--- src/rtl/can_filt_pkg.sv ---
package can_filt_pkg;
  localparam int ID_W  = 29;
  localparam int STD_W = 11;
  localparam int CFG_W = ID_W + 2;

  typedef logic [ID_W-1:0] ident_t;

  typedef struct packed {
    logic   en;
    logic   ext;
    ident_t id;
  } slot_cfg_t;
endpackage

--- src/rtl/can_filt_regs.sv ---
module can_filt_regs
  import can_filt_pkg::*;
#(
  parameter int NUM_BUF = 16,
  parameter int ADDR_W  = 5
) (
  input  logic                    clk,
  input  logic                    rst_n,
  input  logic                    cfg_we,
  input  logic [ADDR_W-1:0]       cfg_addr,
  input  logic [CFG_W-1:0]        cfg_wdata,
  output slot_cfg_t [NUM_BUF-1:0] slots,
  output ident_t                  mask_glb,
  output ident_t                  mask_pen,
  output ident_t                  mask_last
);
  localparam logic [ADDR_W-1:0] A_GLB  = ADDR_W'(NUM_BUF);
  localparam logic [ADDR_W-1:0] A_PEN  = ADDR_W'(NUM_BUF + 1);
  localparam logic [ADDR_W-1:0] A_LAST = ADDR_W'(NUM_BUF + 2);

  for (genvar i = 0; i < NUM_BUF; i++) begin : g_slot
    always_ff @(posedge clk or negedge rst_n) begin
      if (!rst_n) slots[i] <= '0;
      else if (cfg_we && cfg_addr == ADDR_W'(i)) slots[i] <= slot_cfg_t'(cfg_wdata);
    end
  end

  always_ff @(posedge clk or negedge rst_n) begin
    if (!rst_n) begin
      mask_glb  <= '0;
      mask_pen  <= '0;
      mask_last <= '0;
    end else if (cfg_we) begin
      if (cfg_addr == A_GLB)  mask_glb  <= cfg_wdata[ID_W-1:0];
      if (cfg_addr == A_PEN)  mask_pen  <= cfg_wdata[ID_W-1:0];
      if (cfg_addr == A_LAST) mask_last <= cfg_wdata[ID_W-1:0];
    end
  end
endmodule

--- src/rtl/can_filt_compare.sv ---
module can_filt_compare
  import can_filt_pkg::*;
#(
  parameter int NUM_BUF = 16
) (
  input  ident_t                  in_id,
  input  logic                    in_ext,
  input  slot_cfg_t [NUM_BUF-1:0] slots,
  input  ident_t                  mask_glb,
  input  ident_t                  mask_pen,
  input  ident_t                  mask_last,
  output logic [NUM_BUF-1:0]      hit
);
  localparam int     GLB_CNT   = NUM_BUF - 2;
  localparam ident_t STD_FIELD = {{STD_W{1'b1}}, {(ID_W-STD_W){1'b0}}};

  ident_t fmt_mask;
  always_comb fmt_mask = in_ext ? '1 : STD_FIELD;

  for (genvar i = 0; i < NUM_BUF; i++) begin : g_cmp
    ident_t sel_mask;
    if (i < GLB_CNT) begin : g_glb
      assign sel_mask = mask_glb;
    end else if (i == GLB_CNT) begin : g_pen
      assign sel_mask = mask_pen;
    end else begin : g_last
      assign sel_mask = mask_last;
    end
    assign hit[i] = slots[i].en && (slots[i].ext == in_ext) &&
                    (((in_id ^ slots[i].id) & sel_mask & fmt_mask) == '0);
  end
endmodule

--- src/rtl/can_filt_prio.sv ---
module can_filt_prio #(
  parameter int NUM_BUF = 16,
  parameter int IDX_W   = 4
) (
  input  logic [NUM_BUF-1:0] req,
  output logic               any,
  output logic [IDX_W-1:0]   idx
);
  always_comb begin
    idx = '0;
    for (int i = NUM_BUF - 1; i >= 0; i--) begin
      if (req[i]) idx = IDX_W'(i);
    end
    any = |req;
  end
endmodule

--- src/rtl/can_id_accept_filter.sv ---
module can_id_accept_filter
  import can_filt_pkg::*;
#(
  parameter int NUM_BUF = 16,
  parameter int IDX_W   = $clog2(NUM_BUF),
  parameter int ADDR_W  = $clog2(NUM_BUF + 3)
) (
  input  logic               clk,
  input  logic               rst_n,
  input  logic               cfg_we,
  input  logic [ADDR_W-1:0]  cfg_addr,
  input  logic [CFG_W-1:0]   cfg_wdata,
  input  logic               id_valid,
  output logic               id_ready,
  input  logic [ID_W-1:0]    in_id,
  input  logic               in_ide,
  output logic               res_valid,
  input  logic               res_ready,
  output logic [NUM_BUF-1:0] res_match,
  output logic               res_hit,
  output logic [IDX_W-1:0]   res_index
);
  slot_cfg_t [NUM_BUF-1:0] slots;
  ident_t                  mask_glb, mask_pen, mask_last;
  logic [NUM_BUF-1:0]      hit_now, en_vec;
  logic                    any_now;
  logic [IDX_W-1:0]        idx_now;
  logic                    accept;

  can_filt_regs #(.NUM_BUF(NUM_BUF), .ADDR_W(ADDR_W)) u_regs (
    .clk(clk), .rst_n(rst_n), .cfg_we(cfg_we), .cfg_addr(cfg_addr),
    .cfg_wdata(cfg_wdata), .slots(slots), .mask_glb(mask_glb),
    .mask_pen(mask_pen), .mask_last(mask_last)
  );

  can_filt_compare #(.NUM_BUF(NUM_BUF)) u_cmp (
    .in_id(in_id), .in_ext(in_ide), .slots(slots), .mask_glb(mask_glb),
    .mask_pen(mask_pen), .mask_last(mask_last), .hit(hit_now)
  );

  can_filt_prio #(.NUM_BUF(NUM_BUF), .IDX_W(IDX_W)) u_prio (
    .req(hit_now), .any(any_now), .idx(idx_now)
  );

  for (genvar i = 0; i < NUM_BUF; i++) begin : g_en
    assign en_vec[i] = slots[i].en;
  end

  assign id_ready = !res_valid || res_ready;
  assign accept   = id_valid && id_ready;

  always_ff @(posedge clk or negedge rst_n) begin
    if (!rst_n) begin
      res_valid <= 1'b0;
      res_match <= '0;
      res_hit   <= 1'b0;
      res_index <= '0;
    end else if (accept) begin
      res_valid <= 1'b1;
      res_match <= hit_now;
      res_hit   <= any_now;
      res_index <= idx_now;
    end else if (res_ready) begin
      res_valid <= 1'b0;
    end
  end

  AST_TAKE_NEXT: assert property (@(posedge clk) disable iff (!rst_n)
    accept |=> res_valid);
  AST_STALL_HOLD: assert property (@(posedge clk) disable iff (!rst_n)
    res_valid && !res_ready |=> res_valid && $stable(res_match) && $stable(res_index) && $stable(res_hit));
  AST_DISABLED_QUIET: assert property (@(posedge clk) disable iff (!rst_n)
    accept |=> (res_match & ~$past(en_vec)) == '0);
  AST_LOWEST_PICK: assert property (@(posedge clk) disable iff (!rst_n)
    res_valid && res_hit |-> res_match[res_index] &&
      ((res_match & ~({NUM_BUF{1'b1}} << res_index)) == '0));
  AST_MISS_ZERO: assert property (@(posedge clk) disable iff (!rst_n)
    res_valid && !res_hit |-> res_index == '0 && res_match == '0);
endmodule

--- config.mk ---
export PLATFORM = sky130hd
export DESIGN_NAME = can_id_accept_filter
export DESIGN_NICKNAME = d
export VERILOG_FILES = /design/src/rtl/can_filt_pkg.sv /design/src/rtl/can_filt_regs.sv /design/src/rtl/can_filt_compare.sv /design/src/rtl/can_filt_prio.sv /design/src/rtl/can_id_accept_filter.sv
export SDC_FILE = /design/constraint.sdc
export NUM_CORES = 1
export LEC_CHECK = 0
export CAP_MARGIN = 20
export CORE_MARGIN = 4
export CORE_UTILIZATION = 45
export CTS_CLUSTER_SIZE = 20
export DETAILED_ROUTE_END_ITERATION = 12
export GPL_TIMING_DRIVEN = 1
export PLACE_DENSITY = 0.69
export SLEW_MARGIN = 10
export SYNTH_ARGS = -nofsm -noshare
export SYNTH_HDL_FRONTEND = slang
export SYNTH_SLANG_ARGS = --single-unit
--- constraint.sdc ---
create_clock -name clk -period 2.4 [get_ports clk]
set_input_delay 0.48 -clock clk [delete_from_list [all_inputs] [get_ports clk]]
set_output_delay 0.48 -clock clk [all_outputs]
set_load 0.01 [all_outputs]
After elaboration in Yosys (flattened, before gate mapping)
Index checks and enable logic that the tools add are counted.
Word-level totals
  bits in registers: 605
  input bits: 71
  output and inout bits: 23
  word-level logic and storage cells: 229
Operators by class
  eq/ne operators: 34
  multiplexer cells: 19
  bitwise gates (word level): 48
  reduce and logical (&&, ||, !) cells: 73
Operators with widths (number)
  $and A29 B29 Y29: 32
  $logic_not A29 Y1: 16
  $xor A29 B29 Y29: 16
  $mux W4: 16
  $logic_and A1 B1 Y1: 49
  $eq A5 B4 Y1 const B: 8
  $eq A5 B3 Y1 const B: 4
  $mux W18: 1
  $eq A1 B1 Y1: 16
  $reduce_or A16 Y1: 1
  $eq A5 B5 Y1 const B: 3
  $eq A5 B2 Y1 const B: 2
  $reduce_and A2 Y1: 3
  $eq A5 B1 Y1 const B: 1
  $logic_not A5 Y1: 1
  $mux W1: 2
  $reduce_bool A2 Y1: 1
  $logic_not A1 Y1: 1
  $logic_or A1 B1 Y1: 1

Logic depth before layout (Yosys ltp)
  depth in word-level cells: 21
  mapped depth: 10
  mapped depth without buffers: 8

Modules after synthesis
Synthesis repeated with hierarchy kept, for this count alone.
Second synthesis, totals
  cell total of the unflattened synthesis: 2286
  area, all modules: 30359.1 um2
By module, submodules not included
  can_filt_regs: instances 1, cells an instance 1313, area each 21992.3 um2, seq. area each 14589.0 um2
  can_filt_compare: instances 1, cells an instance 891, area each 7255.7 um2, seq. area each 0.0 um2
  can_id_accept_filter: instances 1, cells an instance 48, area each 934.6 um2, seq. area each 550.5 um2
  can_filt_prio: instances 1, cells an instance 34, area each 176.4 um2, seq. area each 0.0 um2

Least setup slack after synthesis
OpenSTA, ideal clock, no wires.
  kind: input port to flip-flop
  start point: input in_id[5]
  end point: register res_index[1]
  setup time: 133 ps
  arrival time: 2139 ps
  required time: 2267 ps
  path slack: 127 ps
  stages on the path: 10
  buffers on the path: 2
  path through: buf_2 > buf_4 > xor2_1 > a22oi_1 > nand2_1 > o41ai_1 > and2_1 > a211oi_1 > a211oi_1 > o211ai_1
Between the ends
  cells in the longest elaborated chain, start to end: 21
  elaborated cells between the ends (all ways): 96
  classes of those cells: 16 x mux; 48 x bitwise; 32 x reduce/logical
RTL lines
  from (decl): RTL line can_id_accept_filter.sv:15  | input logic [ID_W-1:0] in_id,
  $xor A29 B29 Y29: RTL line can_filt_compare.sv:30  | (((in_id ^ slots[i].id) & sel_mask & fmt_mask) == '0);
  $and A29 B29 Y29 (2 in a row): RTL line can_filt_compare.sv:30
  $logic_not A29 Y1: RTL line can_filt_compare.sv:30
  $logic_and A1 B1 Y1: RTL line can_filt_compare.sv:29  | assign hit[i] = slots[i].en && (slots[i].ext == in_ext) &&
  $mux W4 (15 in a row): RTL line can_filt_prio.sv:12  | if (req[i]) idx = IDX_W'(i);
  $mux W4 (*): RTL line can_filt_prio.sv:12
  to (signal assigned): RTL line can_id_accept_filter.sv:62  | res_index <= idx_now;
  to (decl): RTL line can_id_accept_filter.sv:21  | output logic [IDX_W-1:0] res_index
Mark *: on every way between the ends. The rest lies on a longest branch, timed or not.
A chain may end at the register's enable or synchronous reset.

Worst setup path after layout
  start point: input in_id[5]
  end point: register res_index[0]
Same word-level chain as after synthesis.

==> results_dict.tcl <==
set metrics [dict create \
    avgSynthCellArea_um2 12.59 \
    grt_max_degree 134 \
    max_cap_violations 0 \
    pwr_density_cell_nw_per_um2 867.2 \
    syn_nets 2464 \
    antenna_found_initial 1 \
    final_core_util_pct 55.92 \
    reg2reg_slack_ns -0.14 \
    synth_area_leaders "dfrtp_1 (50%), mux2_2 (22%), xor2_1 (13%)" \
    synth_cells 2393 \
    portBuffers 93 \
    drv_slew 0 \
    drive_gt1_share_pct 40.15 \
    fp-row-count 94 \
    min_path_type "primary input to asynchronous set/reset pin" \
    area_growth_pct 22.68 \
    slew_headroom_pct 45.49 \
    setup_ws_ns -0.1535 \
    antenna_cells 0 \
    power_mw 32.06 \
    muxShareOfSynthArea_pct 21.83 \
    cts.sinks 605 \
    cts-root-buf "clkbuf_16" \
    clock_path_buffers 3 \
    cp_max_fo 7 \
    core_um2 66100 \
    finalCriticalPeriod_ns 2.553 \
    avgViaCountPerCell 5.779 \
    initial_core_util_pct 45.59 \
    leakagePower_nw 17.34 \
    violations "setup timing" \
    clkTransAtPathRegs_ns 0.06 \
    crit_arrival_ns 3.01 \
    grt_first_pass_wirelength_mm 136.7 \
    synth_compound_area_share_pct 6.428 \
    critPathLaunchType "primary input" \
    synth_top_cell_by_area "dfrtp_1" \
    drt-initial-drc-count 1495 \
    antenna_left 0 \
    fin_crit_sh_pct 106.4 \
    h-tree-depth 3 \
    wirelength_mm 90.55 \
    fp.dieArea_um2 71160 \
    fmax_ghz 0.3916 \
    required_ns 2.86 \
    finalSetupViolations 5 \
    rr_startpoint "u_regs.mask_glb[17]" \
    r2r_end "res_index[0]" \
    status "finished, violations left" \
    reg2reg_depth 11 \
    synth_xor_area_share_pct 13.95 \
    timing_hold_violations_final 0 \
    synth_top_family_by_area "multiplexers" \
    path_class "primary input to register" \
    synth_area_um2 30130 \
    die_w_um 266.8 \
    placement.setup.worst_slack_ns -1.218 \
    post_synth_num_cell_types 39 \
    overflow 0 \
    synth.top_cell.area_share_pct 50.24 \
    first_pass_iters 5 \
    ys_warn_count 0 \
    mostFrequentLayoutCell "dfrtp_1" \
    dieHeight_um 266.8 \
    worst_pin_slew_ns 0.8152 \
    io_pins 94 \
    route.detailed.wl_per_inst_um 25.26 \
    final_cell_mix "dfrtp_1 (601), mux2_2 (584), xor2_1 (463), buf_4 (262), a22oi_1 (131)" \
    grt_pass1_vias 22200 \
    final_nets 2745 \
    peakVddDrop_uv 586.8 \
    final.fill_count 5358 \
    rsz0062_at_grt "true" \
    synth_seq_cells 605 \
    num_vias 20710 \
    clkLatencyLatePin_ns 0.60 \
    grt_usage_pct 25.39 \
    skew_ns 0.01548 \
    cts_tree "built" \
    drc_errors 0 \
    numCtsBuffers 66 \
    yosys.area_share.simple_pct 4.040 \
    synth_seq_area_share_pct 50.24 \
    synth-adder-area-share_pct 0 \
    dp_hpwl_mm 61.42 \
    cp-end-kind "register" \
    gp_congestion 0.9206 \
]
-- critical path, cell delays in order --
cell           delay, ns
dlygate4sd2_1       0.26
buf_12              0.15
buf_12              0.14
buf_4               0.14
xor2_1              0.15
a22oi_1             0.35
nand3_2             0.20
o41ai_4             0.45
buf_4               0.18
nand2_1             0.10
nand3_1             0.14
a311o_1             0.15
o211ai_2            0.11
-- how the worst max path moves through the flow --
| stage | startpoint | slack (ns) | endpoint | depth (start not counted) |
|---|---|---|---|---|
| floorplan | in_id[5] | 0.13 | res_index[1] | 10 |
| global placement | in_id[8] | -1.20 | res_index[0] | 11 |
| detailed placement | in_id[8] | -1.22 | res_index[0] | 11 |
| CTS | u_regs.slots[467] | -0.12 | res_index[3] | 8 |
| global route | u_regs.mask_glb[6] | -0.18 | res_index[0] | 10 |
| finish | in_id[5] | -0.15 | res_index[0] | 13 |
-- flip-flops by register name, summed over array words and instances, names as in the netlist --
name              count
res_hit               1
res_index             4
res_match            16
res_valid             1
u_regs.mask_glb      29
u_regs.mask_last     29
u_regs.mask_pen      29
u_regs.slots        496
-- cells in the mapped netlist --
library cell,count
a211o_1,4
a211oi_1,3
a21oi_1,8
a221oi_1,31
a22o_1,25
a22oi_1,148
a311o_1,1
a31oi_1,2
and2_1,5
and3_1,6
and3b_1,1
buf_1,41
buf_12,1
buf_2,37
buf_4,19
buf_6,12
clkbuf_1,105
clkbuf_4,3
dfrtp_1,605
inv_1,1
mux2_2,584
nand2_1,125
nand2b_1,3
nand3_1,22
nand4_1,59
nand4b_1,2
nor2_1,8
nor2b_1,7
nor3_1,6
nor3b_1,1
nor4_1,7
o211ai_1,2
o211ai_2,1
o21ai_0,15
o31ai_1,7
o41ai_1,5
o41ai_2,1
xnor2_1,16
xor2_1,464
-- per-layer routing --
metal  GRT usage (%)  vias up  wire, um
li1                -     8986         -
met1           31.46    10780     36420
met2           42.58      682     43900
met3           4.757      264      5131
met4           13.12        0      5095
met5               0        -         0
-- kinds of logic (layout without fill, tap and decap cells) --
group | count (synthesis) | count (layout)
compound gates | 253 | 253
xor+xnor | 480 | 480
buf+inv | 219 | 546
flops | 605 | 605
mux | 584 | 584
simple gates | 252 | 252
-- through the flow --
step / area [um2] / instances / hold WS (ns) / TNS [ns]
6_report: 36970 / 3584 / 0.3154 / -0.4877
5_1_grt: 36970 / 3584 / 0.3053 / -0.7704
4_1_cts: 36870 / 3578 / 0.2899 / -0.2272
3_5_place_dp: 34250 / 3439 / 0.3287 / -23.42
3_3_place_gp: 34250 / 3439 / 0.3315 / -17.55
2_1_floorplan: 30130 / 2393 / 0.1844 / 0
-- where the power goes --
part,switching [mW],internal (mW)
clock,4.12,6.04
sequential,1.53,12.2
combinational,4.05,4.13
-- area by class of cell --
| type | count | area, um2 | area share [%] |
|---|---|---|---|
| Multi-Input combinational cell | 1569 | 14300 | 38.69 |
| Clock inverter | 15 | 187.7 | 0.5077 |
| Timing Repair Buffer | 431 | 4297 | 11.62 |
| Tap cell | 864 | 1081 | 2.924 |
| Sequential cell | 605 | 15140 | 40.97 |
| Clock buffer | 99 | 1949 | 5.273 |
| Inverter | 1 | 3.754 | 0.01015 |
-- timing repair --
item	in CTS	in global routing
hold endpoints to repair	103	0
endpoints found under the setup margin	16	9
hold buffers	1	0
gates cloned	0	0
setup buffers	26	6
pin swaps	45	19
gates resized for setup	76	16
(Power assumes the default switching activity.)
